==> src/rtl/din_chg_pkg.sv <==
package din_chg_pkg;
  typedef enum logic [1:0] {
    SEL_OLD  = 2'd0,
    SEL_NEW  = 2'd1,
    SEL_STAT = 2'd2,
    SEL_NONE = 2'd3
  } rd_sel_e;
endpackage

==> src/rtl/din_sync.sv <==
module din_sync #(
  parameter int unsigned W = 8
) (
  input  logic         clk_i,
  input  logic         rst_ni,
  input  logic [W-1:0] d_i,
  output logic [W-1:0] q_o
);
  logic [W-1:0] s1_q, s2_q;

  always_ff @(posedge clk_i or negedge rst_ni) begin
    if (!rst_ni) begin
      s1_q <= '0;
      s2_q <= '0;
    end else begin
      s1_q <= d_i;
      s2_q <= s1_q;
    end
  end

  assign q_o = s2_q;
endmodule

==> src/rtl/chg_slice.sv <==
module chg_slice (
  input  logic clk_i,
  input  logic rst_ni,
  input  logic sync_i,
  input  logic masked_i,
  input  logic rd_new_i,
  output logic new_o,
  output logic old_o,
  output logic det_o
);
  logic new_q, old_q, armed_q;

  assign det_o = !masked_i && armed_q && (sync_i != new_q);

  always_ff @(posedge clk_i or negedge rst_ni) begin
    if (!rst_ni) begin
      new_q   <= 1'b0;
      old_q   <= 1'b0;
      armed_q <= 1'b1;
    end else if (masked_i) begin
      new_q   <= sync_i;
      old_q   <= sync_i;
      armed_q <= 1'b1;
    end else begin
      if (det_o)    new_q <= sync_i;
      if (rd_new_i) old_q <= new_q;
      // detection wins over re-arm in the same cycle
      if (det_o)         armed_q <= 1'b0;
      else if (rd_new_i) armed_q <= 1'b1;
    end
  end

  assign new_o = new_q;
  assign old_o = old_q;

  AST_HOLD_CAPTURED: assert property (@(posedge clk_i) disable iff (!rst_ni)
    (!armed_q && !rd_new_i && !masked_i) |=> $stable(new_q));
  AST_OLD_UNTOUCHED: assert property (@(posedge clk_i) disable iff (!rst_ni)
    (!rd_new_i && !masked_i) |=> $stable(old_q));
  AST_SHIFT_ON_READ: assert property (@(posedge clk_i) disable iff (!rst_ni)
    (rd_new_i && !masked_i) |=> (old_q == $past(new_q)));
  AST_MASK_TRACK: assert property (@(posedge clk_i) disable iff (!rst_ni)
    masked_i |=> (new_q == $past(sync_i)) && (old_q == $past(sync_i)));
endmodule

==> src/rtl/chg_status.sv <==
module chg_status #(
  parameter int unsigned DW    = 8,
  parameter int unsigned EVT_N = 6
) (
  input  logic             clk_i,
  input  logic             rst_ni,
  input  logic [EVT_N-1:0] evt_i,
  input  logic             inp_det_i,
  input  logic             rd_stat_i,
  input  logic             rd_old_i,
  input  logic             rd_new_i,
  output logic [DW-1:0]    stat_o,
  output logic             chg_o
);
  localparam int unsigned PAD_W = DW - EVT_N - 1;

  logic [EVT_N-1:0] flags_q;
  logic             inp_flag_q;
  logic             pend_q;
  logic [2:0]       seen_q, seen_d;

  assign seen_d = seen_q | {rd_new_i, rd_old_i, rd_stat_i};

  always_ff @(posedge clk_i or negedge rst_ni) begin
    if (!rst_ni) begin
      flags_q    <= '0;
      inp_flag_q <= 1'b0;
      pend_q     <= 1'b0;
      seen_q     <= '0;
    end else begin
      flags_q <= rd_stat_i ? evt_i : (flags_q | evt_i);
      if (inp_det_i)      inp_flag_q <= 1'b1;
      else if (rd_stat_i) inp_flag_q <= 1'b0;
      if (inp_det_i) begin
        pend_q <= 1'b1;
        seen_q <= '0;
      end else if (pend_q && (&seen_d)) begin
        pend_q <= 1'b0;
        seen_q <= '0;
      end else begin
        seen_q <= seen_d;
      end
    end
  end

  generate
    if (PAD_W > 0) begin : g_pad
      assign stat_o = {{PAD_W{1'b0}}, inp_flag_q, flags_q};
    end else begin : g_nopad
      assign stat_o = {inp_flag_q, flags_q};
    end
  endgenerate

  assign chg_o = (|flags_q) || pend_q;

  AST_EVT_RAISES_CHG: assert property (@(posedge clk_i) disable iff (!rst_ni)
    (|evt_i) |=> chg_o);
  AST_STAT_CLEARS: assert property (@(posedge clk_i) disable iff (!rst_ni)
    (rd_stat_i && !(|evt_i)) |=> (flags_q == '0));
  AST_EVT_ON_READ_KEPT: assert property (@(posedge clk_i) disable iff (!rst_ni)
    (rd_stat_i && (|evt_i)) |=> ((flags_q & $past(evt_i)) == $past(evt_i)));
  AST_PEND_NEEDS_READS: assert property (@(posedge clk_i) disable iff (!rst_ni)
    $fell(pend_q) |-> $past(&(seen_q | {rd_new_i, rd_old_i, rd_stat_i})));
endmodule

==> src/rtl/din_change_tracker.sv <==
module din_change_tracker
  import din_chg_pkg::*;
#(
  parameter int unsigned DW      = 8,
  parameter int unsigned MASK_LO = 4,
  parameter int unsigned EVT_N   = 6
) (
  input  logic                  clk_i,
  input  logic                  rst_ni,
  input  logic [DW-1:0]         din_i,
  input  logic [DW-MASK_LO-1:0] mask_i,
  input  logic [EVT_N-1:0]      evt_i,
  input  logic [1:0]            sel_i,
  input  logic                  rd_i,
  output logic [DW-1:0]         rdata_o,
  output logic                  chg_o,
  output logic                  rp_o
);
  rd_sel_e       sel;
  logic [DW-1:0] sync, new_v, old_v, det_v, masked, stat;
  logic          rd_old, rd_new, rd_stat, rp_q;

  assign sel     = rd_sel_e'(sel_i);
  assign rd_old  = rd_i && (sel == SEL_OLD);
  assign rd_new  = rd_i && (sel == SEL_NEW);
  assign rd_stat = rd_i && (sel == SEL_STAT);

  din_sync #(.W(DW)) i_sync (
    .clk_i (clk_i),
    .rst_ni(rst_ni),
    .d_i   (din_i),
    .q_o   (sync)
  );

  for (genvar i = 0; i < DW; i++) begin : g_bit
    if (i >= MASK_LO) begin : g_mskb
      assign masked[i] = mask_i[i-MASK_LO];
    end else begin : g_fixb
      assign masked[i] = 1'b0;
    end
    chg_slice i_slice (
      .clk_i   (clk_i),
      .rst_ni  (rst_ni),
      .sync_i  (sync[i]),
      .masked_i(masked[i]),
      .rd_new_i(rd_new),
      .new_o   (new_v[i]),
      .old_o   (old_v[i]),
      .det_o   (det_v[i])
    );
  end

  chg_status #(.DW(DW), .EVT_N(EVT_N)) i_status (
    .clk_i    (clk_i),
    .rst_ni   (rst_ni),
    .evt_i    (evt_i),
    .inp_det_i(|det_v),
    .rd_stat_i(rd_stat),
    .rd_old_i (rd_old),
    .rd_new_i (rd_new),
    .stat_o   (stat),
    .chg_o    (chg_o)
  );

  always_ff @(posedge clk_i or negedge rst_ni) begin
    if (!rst_ni) rp_q <= 1'b0;
    else         rp_q <= |det_v;
  end
  assign rp_o = rp_q;

  always_comb begin
    unique case (sel)
      SEL_OLD:  rdata_o = old_v;
      SEL_NEW:  rdata_o = new_v;
      SEL_STAT: rdata_o = stat;
      default:  rdata_o = '0;
    endcase
  end

  AST_RP_WITH_CHG: assert property (@(posedge clk_i) disable iff (!rst_ni)
    rp_o |-> chg_o);
  AST_MASKED_QUIET: assert property (@(posedge clk_i) disable iff (!rst_ni)
    ((det_v & masked) == '0));
endmodule

==> config.mk <==
export PLATFORM = sky130hd
export DESIGN_NAME = din_change_tracker
export DESIGN_NICKNAME = d
export VERILOG_FILES = /design/src/rtl/din_chg_pkg.sv /design/src/rtl/din_sync.sv /design/src/rtl/chg_slice.sv /design/src/rtl/chg_status.sv /design/src/rtl/din_change_tracker.sv
export SDC_FILE = /design/constraint.sdc
export NUM_CORES = 1
export LEC_CHECK = 0
export ABC_AREA = 0
export BUFFER_PORTS_ARGS = -buffer_cell sky130_fd_sc_hd__buf_2
export CAP_MARGIN = 10
export CORE_AREA = 4 4 74 76
export DETAILED_ROUTE_END_ITERATION = 10
export DIE_AREA = 0 0 78 80
export GPL_TIMING_DRIVEN = 0
export PLACE_DENSITY = 0.66
export RECOVER_POWER = 50
export SLEW_MARGIN = 30
export SYNTH_ARGS = -nofsm -noshare
export SYNTH_HDL_FRONTEND = slang
export SYNTH_SLANG_ARGS = --single-unit
==> constraint.sdc <==
create_clock -name clk_i -period 4.1 [get_ports clk_i]
set_clock_uncertainty 0.2 [all_clocks]
set_input_delay 0.205 -clock clk_i [delete_from_list [all_inputs] [get_ports clk_i]]
set_output_delay 0.205 -clock clk_i [all_outputs]
set_load 0.005 [all_outputs]
==> out/metrics.yaml <==
timing:
  period_share_pct: 48.2
  period_needed_ns: 1.98
  grt_setup_unrepaired: "no"
  final_max_slew_viol_count: 0
  hold_violations: 0
  setup_tns_ns: 0
  setup_viol_count_final: 0
  slew_headroom_pct: 52.9
  max_freq_ghz: 0.506
  tightest_slew_ns: 0.706
global_route:
  grt_usage_pct: 14.3
  grt_max_degree: 53
  met1_usage_pct: 18.8
  grt_pass1_wl_um: 6880
  antenna_found_initial: 0
  gr-total-overflow: 0
  grt_use_met2_pct: 22.2
  grt_pass1_vias: 1443
  grt_use_met3_pct: 3.95
  grt-busiest-layer: "met2"
logic_synthesis:
  ys_ff_latch: 52
  synth_area_leaders: "dfrtp_1, dfstp_2, mux2i_1, mux2_2, nand2_1"
  synth_edf_count: 0
  async_flop_share_pct: 100
  avgSynthCellArea_um2: 12.5
  yosys_most_used_dff: "dfrtp_1"
  synth_top_area_share_pct: 52.1
  syn_nets: 192
  yosys_warnings: 0
  yosysTopAreaCell: "dfrtp_1"
  synth_area_um2: 2110
  synth-seq-area-share_pct: 62.1
  ys_types: 29
  syn_inst: 169
clock_tree:
  cts.path.max_buffers: 2
  post_cts_buffers: 0
  cts_resized: 0
  clock-sinks: 52
  cts_buffers: 5
  htree_num_levels: 2
  holdBufCountCts: 19
  cts_root_buf: "clkbuf_8"
  cts_tree: "yes"
  clk_pin_slew_ns: 0.09
  insertion_delay_ns: 0.31
worst_setup_path:
  critPathMaxStageDelay_ns: 0.56
  reg2regPathDepth: 4
  slowest_stage: "clkbuf_1"
  cp.required_ns: 3.69
  cp_common_cell: "clkbuf_1"
  r2r_end: "i_status.seen_q[2]"
  crit_type: "in2out"
  r2r_slack_ns: 2.44
  path_max_fanout: 10
  path_cells: "clkbuf_1 > clkbuf_1 > and2b_1 > nand2_1 > o21ai_0 > buf_2"
  critPathCaptureType: "output pin"
  crit_arrival_ns: 1.57
  crit_buf_inv: 3
  r2r_start: "g_bit[5].i_slice.new_o"
  start_kind: "input pin"
  crit_family: "buffers and inverters"
pwr:
  seqPwrFrac_pct: 55.6
  p_int_w: 0.000877
  comb_power_share_pct: 19.7
  p_sw_w: 0.000342
  p_leak_nw: 1.18
  clkPwrFrac_pct: 24.7
  peakVddDrop_mv: 0.191
  p_sw_share_pct: 28.1
  power_density_nw_per_um2: 464
floorplan:
  die_area_um2: 6240
  io_pins: 33
  die_width_um: 78
  fp.coreArea_um2: 4720
  fp-row-count: 25
  start_util_pct: 44.7
  die_h_um: 80
cells_and_area:
  layout_common_cells: "dfrtp_1, buf_2, nand2_1, dlygate4sd3_1, mux2i_1"
  final_area_um2: 2630
  antennaDiodeCount: 0
  nets: 250
  layout_commonest_cell: "dfrtp_1"
  syn_to_final_growth_pct: 24.4
  fill_cells: 410
  drive_gt1_share_pct: 25.4
route:
  ant_nets: 0
  wl_um: 3930
  viasPerCell: 4.82
  drtIter0Drc: 70
  dr.pass1.iters: 4
  drc: 0
  route.vias.total: 1423
  wl_per_cell_um: 13.3
placement:
  dp_hpwl_um: 2650
  placed_area_um2: 2360
  gp_congestion: 0.733
  portBuffers: 32
status:
  run_status: "complete, no violations"
min_path:
  min_to: "i_status.seen_q[1]"
  hp-start: "rd_i"
  min_path_cells: 5
  hp-class: "in2reg"
job:
  max_cap_violations: 0
worst max-delay path by stage:
stage | start | end | slack [ns] | cells after the start
finish | sel_i[0] | rdata_o[6] | 2.12 | 6
detailed placement | sel_i[1] | rdata_o[3] | 2.35 | 6
global placement | sel_i[1] | rdata_o[3] | 2.34 | 6
global route | sel_i[0] | rdata_o[4] | 2.02 | 6
floorplan | g_bit[5].i_slice.new_o | i_status.inp_flag_q | 2.68 | 4
CTS | sel_i[1] | rdata_o[3] | 2.35 | 6
metal layers:
layer / share of wire [%] / up-vias / wire length [µm]
li1: - / 703 / -
met1: 49 / 673 / 1930
met2: 43 / 39 / 1690
met3: 5.9 / 8 / 233
met4: 1.9 / 0 / 74
met5: 0 / - / 0
flip-flops by register name (all words and copies together), names as in the netlist:
name	count
i_status.flags_q	6
g_bit.i_slice.new_o	8
i_sync.q_o	8
i_status.seen_q	3
i_status.pend_q	1
i_status.inp_flag_q	1
rp_o	1
i_sync.s1_q	8
g_bit.i_slice.old_o	8
g_bit.i_slice.armed_q	8
Yosys cell counts (2+ instances only):
| master | number |
|---|---|
| a22oi_2 | 2 |
| dfrtp_1 | 44 |
| nand2_1 | 24 |
| mux2_2 | 8 |
| o21ai_0 | 12 |
| a21o_1 | 7 |
| a31oi_1 | 2 |
| nand2b_1 | 2 |
| a22oi_1 | 2 |
| dfstp_2 | 8 |
| inv_1 | 2 |
| nor3_1 | 6 |
| nor2_1 | 7 |
| xor2_1 | 8 |
| nor2b_1 | 3 |
| a32oi_1 | 2 |
| mux2i_1 | 17 |
| buf_2 | 2 |
per-stage QoR:
stage	total power (W)	utilization [%]	instances	hold slack [ns]	setup slack [ns]
3_5_place_dp	0.000920	49.9	268	0.0791	2.35
6_report	0.00122	55.6	295	0.140	2.12
2_1_floorplan	0.000834	-	169	-0.291	2.68
5_1_grt	0.00130	55.6	295	0.168	2.02
3_3_place_gp	0.000911	49.9	268	0.113	2.34
4_1_cts	0.00123	55.9	295	0.140	2.35
worst register-to-register path, cell delays in order, from the launching register on:
cell and delay (ns):
dfrtp_1 0.43, xor2_1 0.19, a32oi_1 0.27, nand4_2 0.22, nor3_1 0.25
power groups by stage:
stage / sequential [W] / combinational, W / clock [W]
2_1_floorplan: 0.000674 / 0.000160 / 0
3_3_place_gp: 0.000685 / 0.000225 / 0
3_5_place_dp: 0.000688 / 0.000232 / 0
4_1_cts: 0.000678 / 0.000246 / 0.000310
5_1_grt: 0.000690 / 0.000271 / 0.000335
6_report: 0.000678 / 0.000241 / 0.000301
cell families (layout without fill, tap and decap cells):
kind of cell,count (synthesis),after routing,share of synthesized area [%]
and+or+nand+nor,50,50,11.8
muxes,25,25,12.3
xor gates and xnor gates,8,8,3.32
DFF,52,52,62.1
AOI/OAI and AO/OA,28,28,9.06
buffers and inverters,6,65,1.36
area by class of cell:
| class | count | area, µm² | share of cell area [%] |
|---|---|---|---|
| Sequential cell | 52 | 1310 | 49.9 |
| Multi-Input combinational cell | 111 | 768 | 29.2 |
| Timing Repair Buffer | 51 | 350 | 13.3 |
| Clock buffer | 8 | 90.1 | 3.43 |
| Tap cell | 67 | 83.8 | 3.19 |
| Buffer | 4 | 16.3 | 0.619 |
| Inverter | 2 | 7.51 | 0.286 |
(Power assumes the default switching activity.)
